`src/rtl/edge_msg_pkg.sv`:
```
package edge_msg_pkg;
  typedef enum logic [1:0] {
    FLD_ADDR = 2'd0,
    FLD_DATA = 2'd1,
    FLD_EN   = 2'd2
  } cfg_fld_e;
endpackage

```
`src/rtl/msg_edge_sync.sv`:
```
module msg_edge_sync #(
  parameter int STAGES = 2
) (
  input  logic clk,
  input  logic rst_n,
  input  logic din,
  output logic rise
);
  logic [STAGES:0] sh_q;

  always_ff @(posedge clk) begin
    if (!rst_n) sh_q <= '0;
    else        sh_q <= {sh_q[STAGES-1:0], din};
  end

  assign rise = sh_q[STAGES-1] & ~sh_q[STAGES];

  // a detected edge lasts exactly one cycle
  a_r4_single_pulse: assert property (@(posedge clk) disable iff (!rst_n)
    rise |=> !rise);
endmodule

```
`src/rtl/msg_cfg_table.sv`:
```
module msg_cfg_table
  import edge_msg_pkg::*;
#(
  parameter int N  = 4,
  parameter int AW = 32,
  parameter int DW = 32,
  localparam int IW = (N > 1) ? $clog2(N) : 1,
  localparam int CW = (AW > DW) ? AW : DW
) (
  input  logic          clk,
  input  logic          rst_n,
  input  logic          we,
  input  logic [IW-1:0] wr_idx,
  input  logic [1:0]    wr_fld,
  input  logic [CW-1:0] wdata,
  input  logic [IW-1:0] rd_idx,
  output logic [AW-1:0] rd_addr,
  output logic [DW-1:0] rd_data,
  output logic [N-1:0]  en
);
  logic [AW-1:0] addr_q [N];
  logic [DW-1:0] data_q [N];
  logic [N-1:0]  en_q;

  for (genvar i = 0; i < N; i++) begin : g_line
    logic hit;
    assign hit = we && (int'(wr_idx) == i);
    always_ff @(posedge clk) begin
      if (!rst_n) begin
        addr_q[i] <= '0;
        data_q[i] <= '0;
        en_q[i]   <= 1'b0;
      end else if (hit) begin
        if (wr_fld == FLD_ADDR) addr_q[i] <= wdata[AW-1:0];
        if (wr_fld == FLD_DATA) data_q[i] <= wdata[DW-1:0];
        if (wr_fld == FLD_EN)   en_q[i]   <= wdata[0];
      end
    end
  end

  assign rd_addr = addr_q[rd_idx];
  assign rd_data = data_q[rd_idx];
  assign en      = en_q;

  // an enable write takes effect on the next cycle
  a_r2_en_write: assert property (@(posedge clk) disable iff (!rst_n)
    (we && wr_fld == FLD_EN && int'(wr_idx) < N) |=> en[$past(wr_idx)] == $past(wdata[0]));
endmodule

```
`src/rtl/msg_rr_arb.sv`:
```
module msg_rr_arb #(
  parameter int N = 4,
  localparam int IW = (N > 1) ? $clog2(N) : 1
) (
  input  logic          clk,
  input  logic          rst_n,
  input  logic [N-1:0]  req,
  input  logic          take,
  output logic          gnt_vld,
  output logic [IW-1:0] gnt_idx,
  output logic [N-1:0]  gnt
);
  logic [IW-1:0] ptr_q;
  logic [IW:0]   pick;

  // first requester at or after the start index, wrapping
  function automatic logic [IW:0] rr_pick(input logic [N-1:0] r, input logic [IW-1:0] p);
    logic [IW:0] res;
    int idx;
    res = '0;
    for (int k = N - 1; k >= 0; k--) begin
      idx = (int'(p) + k) % N;
      if (r[idx]) res = {1'b1, IW'(idx)};
    end
    return res;
  endfunction

  assign pick    = rr_pick(req, ptr_q);
  assign gnt_vld = pick[IW];
  assign gnt_idx = pick[IW-1:0];
  assign gnt     = gnt_vld ? (N'(1) << gnt_idx) : '0;

  always_ff @(posedge clk) begin
    if (!rst_n) ptr_q <= '0;
    else if (take && gnt_vld)
      ptr_q <= (int'(gnt_idx) == N - 1) ? '0 : gnt_idx + IW'(1);
  end

  // at most one line granted, and only a requesting one
  a_r8_onehot_grant: assert property (@(posedge clk) disable iff (!rst_n)
    $onehot0(gnt) && ((gnt & ~req) == '0));
  a_r8_take_needs_grant: assert property (@(posedge clk) disable iff (!rst_n)
    take |-> gnt_vld);
endmodule

```
`src/rtl/edge_msg_bridge.sv`:
```
module edge_msg_bridge #(
  parameter int N      = 4,
  parameter int AW     = 32,
  parameter int DW     = 32,
  parameter int STAGES = 2,
  localparam int IW = (N > 1) ? $clog2(N) : 1,
  localparam int CW = (AW > DW) ? AW : DW
) (
  input  logic          clk,
  input  logic          rst_n,
  input  logic [N-1:0]  irq_in,
  input  logic          cfg_we,
  input  logic [IW-1:0] cfg_idx,
  input  logic [1:0]    cfg_fld,
  input  logic [CW-1:0] cfg_wdata,
  output logic          msg_valid,
  input  logic          msg_ready,
  output logic [AW-1:0] msg_addr,
  output logic [DW-1:0] msg_data
);
  logic [N-1:0]  line_rise;
  logic [N-1:0]  line_en;
  logic [N-1:0]  pend_q;
  logic [N-1:0]  pend_set;
  logic [N-1:0]  pend_clr;
  logic [N-1:0]  gnt;
  logic          gnt_vld;
  logic [IW-1:0] gnt_idx;
  logic          out_free;
  logic          load;
  logic [AW-1:0] tab_addr;
  logic [DW-1:0] tab_data;

  for (genvar i = 0; i < N; i++) begin : g_sync
    msg_edge_sync #(.STAGES(STAGES)) i_sync (
      .clk (clk),
      .rst_n (rst_n),
      .din (irq_in[i]),
      .rise (line_rise[i])
    );
  end

  msg_cfg_table #(.N(N), .AW(AW), .DW(DW)) i_cfg (
    .clk     (clk),
    .rst_n   (rst_n),
    .we      (cfg_we),
    .wr_idx  (cfg_idx),
    .wr_fld  (cfg_fld),
    .wdata   (cfg_wdata),
    .rd_idx  (gnt_idx),
    .rd_addr (tab_addr),
    .rd_data (tab_data),
    .en      (line_en)
  );

  msg_rr_arb #(.N(N)) i_arb (
    .clk     (clk),
    .rst_n   (rst_n),
    .req     (pend_q),
    .take    (load),
    .gnt_vld (gnt_vld),
    .gnt_idx (gnt_idx),
    .gnt     (gnt)
  );

  assign out_free = !msg_valid || msg_ready;
  assign load     = gnt_vld && out_free;
  assign pend_set = line_rise & line_en;
  assign pend_clr = load ? gnt : '0;

  // a fresh edge wins over the clear of the same line
  always_ff @(posedge clk) begin
    if (!rst_n) pend_q <= '0;
    else        pend_q <= (pend_q & ~pend_clr) | pend_set;
  end

  always_ff @(posedge clk) begin
    if (!rst_n) begin
      msg_valid <= 1'b0;
      msg_addr  <= '0;
      msg_data  <= '0;
    end else if (load) begin
      msg_valid <= 1'b1;
      msg_addr  <= tab_addr;
      msg_data  <= tab_data;
    end else if (msg_ready) begin
      msg_valid <= 1'b0;
    end
  end

  // stalled write is held unchanged
  a_r9_hold_stall: assert property (@(posedge clk) disable iff (!rst_n)
    (msg_valid && !msg_ready) |=> (msg_valid && $stable(msg_addr) && $stable(msg_data)));
  // a write only leaves after it was accepted
  a_r9_drop_after_accept: assert property (@(posedge clk) disable iff (!rst_n)
    $fell(msg_valid) |-> $past(msg_ready));

  for (genvar i = 0; i < N; i++) begin : g_chk
    // a disabled idle line stays idle
    a_r5_disabled_quiet: assert property (@(posedge clk) disable iff (!rst_n)
      (!pend_q[i] && !line_en[i]) |=> !pend_q[i]);
    // an enabled edge is always recorded
    a_r6_r10_edge_kept: assert property (@(posedge clk) disable iff (!rst_n)
      (line_rise[i] && line_en[i]) |=> pend_q[i]);
  end
endmodule

```
`config.mk`:
```
export PLATFORM = sky130hd
export DESIGN_NAME = edge_msg_bridge
export DESIGN_NICKNAME = d
export VERILOG_FILES = /design/src/rtl/edge_msg_pkg.sv /design/src/rtl/msg_edge_sync.sv /design/src/rtl/msg_cfg_table.sv /design/src/rtl/msg_rr_arb.sv /design/src/rtl/edge_msg_bridge.sv
export SDC_FILE = /design/constraint.sdc
export NUM_CORES = 1
export LEC_CHECK = 0
export BUFFER_PORTS_ARGS = -buffer_cell sky130_fd_sc_hd__buf_2
export CAP_MARGIN = 40
export CELL_PAD_IN_SITES_DETAIL_PLACEMENT = 1
export CELL_PAD_IN_SITES_GLOBAL_PLACEMENT = 1
export CORE_MARGIN = 4
export CORE_UTILIZATION = 45
export DETAILED_ROUTE_END_ITERATION = 10
export GPL_TIMING_DRIVEN = 0
export PLACE_DENSITY = 0.76
export SYNTH_ARGS = -nofsm -noshare
export SYNTH_HDL_FRONTEND = slang
export SYNTH_SLANG_ARGS = --single-unit
```
`constraint.sdc`:
```
create_clock -name clk -period 5.4 [get_ports clk]
set_clock_uncertainty 0.2 [all_clocks]
set_input_delay 1.08 -clock clk [delete_from_list [all_inputs] [get_ports clk]]
set_output_delay 1.08 -clock clk [all_outputs]
set_load 0.02 [all_outputs]
```
==> impl_summary.txt <==
----------------------------------------------------
[Min path]
  HP Class ... reg2reg
  End point of the most critical hold path ... g_sync[0].i_sync.sh_q[1]
  Launch point of the worst hold path ... g_sync[0].i_sync.sh_q[0]
  Hold Path Cell Cnt ... 1

[Worst setup path]
  Startpoint types ... flop
  Critical path's most frequent cell ... sky130_fd_sc_hd__clkbuf_1
  Startpoint of the worst register-to-register path ... pend_q[0]
  Standard cell with the maximum stage delay on the critical path ... sky130_fd_sc_hd__clkbuf_1
  Number of cell instances on the worst register-to-register path ... 7
  Buf/Inv on CP ... 2
  Critical path required time ... 5.58 ns
  Endpoint of the lowest-slack register-to-register path ... msg_addr[14]
  CP delay by family, top ... buffers and inverters
  Critical Path Sink Type ... flop
  Setup slack of the worst register-to-register path ... 2.48 ns
  Stage delay of the slowest cell on the critical path ... 0.55 ns
  Worst-path maximum fanout ... 10
  Signal arrival time at the worst endpoint ... 3.11 ns
  WS Path Type ... reg2reg
  CP cell instances ... nor2b_1 -> o21bai_1 -> clkbuf_1 -> clkbuf_1 -> a21boi_0 -> o21ai_0 -> o211ai_1

[Timing]
  Slew at the pin closest to its max-slew limit ... 0.884 ns
  Final Max Slew Viols ... 0
  Timing-limited maximum frequency ... 342 MHz
  Final setup viols ... 0
  Fin Setup TNS ... 0 ns
  Hold Fails Final Rpt ... 0
  Worst max-slew margin expressed relative to the limit ... 40.6%
  Worst hold slack ... 0.226 ns
  Period minus WS final ... 2.92 ns
  Final worst-path setup slack ... 2.48 ns
  Final critical-path share of the clock period ... 54.1%
  Setup repair after global routing missed its margin ... false

[Global routing]
  First-pass GRT wire length ... 61700 um
  Number of antenna violations at the first check in global routing ... 2
  Largest net degree at the start of global routing ... 24
  Remaining Overflow, GRT ... 0
  All-layer global routing usage ... 22.6%
  Number of global-route vias before repair ... 10767

[Place]
  Placed cell area ... 16000 um2
  Pre-CTS setup slack ... 2.00 ns
  Post-Place Cells ... 1721
  Half-perimeter wire length after placement ... 27000 um
  Input/output buffers ... 107
  Global placer's final weighted congestion ... 0.789

[Outcome]
  Status ... finished clean

[CTS]
  Post_cts resized ... 0
  CTS Hold Bufs ... 0
  Max Buffers Root-to-Sink ... 3
  Clock tree from TritonCTS ... yes
  Root cell of the clock tree ... sky130_fd_sc_hd__clkbuf_16
  CTS HTree Levels ... 2
  Clk pin slew, worst setup/hold paths ... 0.06 ns
  Setup Buffers After CTS ... 0
  Number of buffers added by the clock tree synthesis step ... 38
  Clock latency on the worst-skew pair ... 0.52 ns
  Clock sink total ... 343

[Logic synthesis]
  Synthesized Nets ... 1217
  Number of distinct library cell variants in the gate-level netlist after synthesis ... 36
  Mapped Area ... 14600 um2
  Number of register bits inferred by synthesis ... 343
  Syn Area/Cell ... 12.5 um2
  Mapped Cells ... 1170
  Warning count from the yosys run ... 0
  Share of the yosys chip area belonging to registers ... 64.6%

[Final layout]
  Final net count ... 1373
  Cell area after layout ... 17300 um2
  Leading cell types in the layout, fill and taps excluded ... sky130_fd_sc_hd__and2_1, sky130_fd_sc_hd__edfxtp_1, sky130_fd_sc_hd__buf_2
  Share of the core filled with cells ... 54.3%
  Most frequent standard cell in the layout excluding fill and tap cells ... sky130_fd_sc_hd__and2_1
  Synth-to-Final Area Change ... 18.3%
  Share of final-layout standard cells stronger than drive strength 1 ... 15.6%
  Final cell count without fillers ... 1792
  Fill count ... 3263

[Route]
  Via count ... 9845
  Wirelength per Cell ... 22.4 um
  Residual antenna-violating net count after detailed routing ... 0
  Drt first pass iters ... 4
  Total DRC errors in the routed layout ... 0
  Wirelength, routed ... 40100 um
  Iteration-0 DRC Markers ... 605
  Detail-routed via count per cell ... 5.49

[Run]
  Number of max-capacitance violations reported ... 0

[Power]
  Total power of the final layout ... 5.81 mW
  Power density cells ... 337 nW/um2
  Worst supply voltage drop on vdd ... 219 uV
  Leakage power ... 6.42 nW

[Floorplanning]
  Number of placed I/O pins ... 109
  Height of the die ... 188 um
  Floorplan row count ... 65
  Die boundary width ... 188 um
  Initial Utilization ... 45.9%
  Die outline area ... 35400 um2
  Core area ... 31800 um2

----------------------------------------------------
==> logic make-up (layout without fill, tap and decap cells) <==
kind of cell,count (synthesis),count (layout),share of synthesized area [%]
simple gates,447,447,17.8
flops,343,343,64.6
compound gates,221,221,10.1
buf+inv,91,277,2.80
mux,65,65,4.46
fa+ha+maj,3,3,0.257
other cells,0,1,0
==> power by group <==
group	internal [mW]	switching, mW
logic	0.0801	0.159
clock network	1.54	1.04
registers	2.95	0.0350
total	4.57	1.23
==> registers in the layout, indices dropped and copies added, names as in the netlist <==
register and count:
i_cfg.addr_q 128, msg_addr 32, g_sync.i_sync.sh_q 12, i_cfg.data_q 128
i_arb.ptr_q 2, pend_q 4, msg_valid 1, i_cfg.en 4
msg_data 32
==> cells in the mapped netlist <==
cell type                  instances  area [um2]
sky130_fd_sc_hd__a21oi_1           2        10.0
sky130_fd_sc_hd__and3b_1           1        8.76
sky130_fd_sc_hd__clkbuf_1         62         233
sky130_fd_sc_hd__nor2_1           15        56.3
sky130_fd_sc_hd__nand2_1          75         282
sky130_fd_sc_hd__nor4_2            1        12.5
sky130_fd_sc_hd__o211ai_1         64         480
sky130_fd_sc_hd__or2_2             1        6.26
sky130_fd_sc_hd__dfxtp_1          87        1740
sky130_fd_sc_hd__nor4_1            1        6.26
sky130_fd_sc_hd__a21boi_0         72         541
sky130_fd_sc_hd__buf_2            15        75.1
sky130_fd_sc_hd__edfxtp_1        256        7690
sky130_fd_sc_hd__a32oi_1           2        17.5
sky130_fd_sc_hd__ha_1              3        37.5
sky130_fd_sc_hd__buf_4             5        37.5
sky130_fd_sc_hd__or4_1             1        7.51
sky130_fd_sc_hd__o21ai_1          12        60.1
sky130_fd_sc_hd__o21a_1            1        7.51
sky130_fd_sc_hd__nand3b_1          4        30.0
sky130_fd_sc_hd__or3_1             1        6.26
sky130_fd_sc_hd__and2_0            1        6.26
sky130_fd_sc_hd__nand2b_1          4        25.0
sky130_fd_sc_hd__mux2i_1          65         651
sky130_fd_sc_hd__and3_1           64         400
sky130_fd_sc_hd__a221o_1           1        10.0
sky130_fd_sc_hd__and2_1          270        1690
sky130_fd_sc_hd__o21ai_0          65         325
sky130_fd_sc_hd__nand3_4           1        17.5
sky130_fd_sc_hd__o31ai_1           1        7.51
sky130_fd_sc_hd__nand3_1           2        10.0
sky130_fd_sc_hd__o21bai_1          1        7.51
sky130_fd_sc_hd__buf_6             4        45.0
sky130_fd_sc_hd__nor2b_1           4        25.0
sky130_fd_sc_hd__inv_1             5        18.8
sky130_fd_sc_hd__or3b_2            1        8.76
==> layer usage <==
metal  share of wire [%]  vias up  GRT usage (%)
met5                   0        -              0
met4                 2.4        0           6.24
met3                 4.9       72           3.15
met2                  51      279           40.6
met1                  41     4993           28.6
li1                    -     4501              -
==> final cells by class <==
class	count	area [um2]	area share [%]
Antenna cell	1	2.50	0.0145
Buffer	86	390	2.26
Clock buffer	53	1110	6.44
Clock inverter	17	148	0.856
Inverter	5	18.8	0.109
Multi-Input combinational cell	736	4850	28.1
Sequential cell	343	9430	54.6
Tap cell	435	544	3.15
Timing Repair Buffer	116	763	4.42
==> worst max path at each step <==
stage | slack (ns) | endpoint | cells past startpoint | from
final | 2.48 | msg_addr[14] | 7 | pend_q[0]
after global routing | 2.38 | msg_data[18] | 7 | msg_ready
after CTS | 2.52 | i_cfg.addr_q[0][18] | 5 | cfg_idx[0]
after detailed placement | 2.00 | msg_addr[4] | 7 | msg_ready
after global placement | -1.58 | i_cfg.addr_q[0][29] | 3 | cfg_idx[0]
after floorplan | 0.82 | i_cfg.addr_q[0][0] | 2 | cfg_idx[0]
Power figures use the tool's default switching activity.
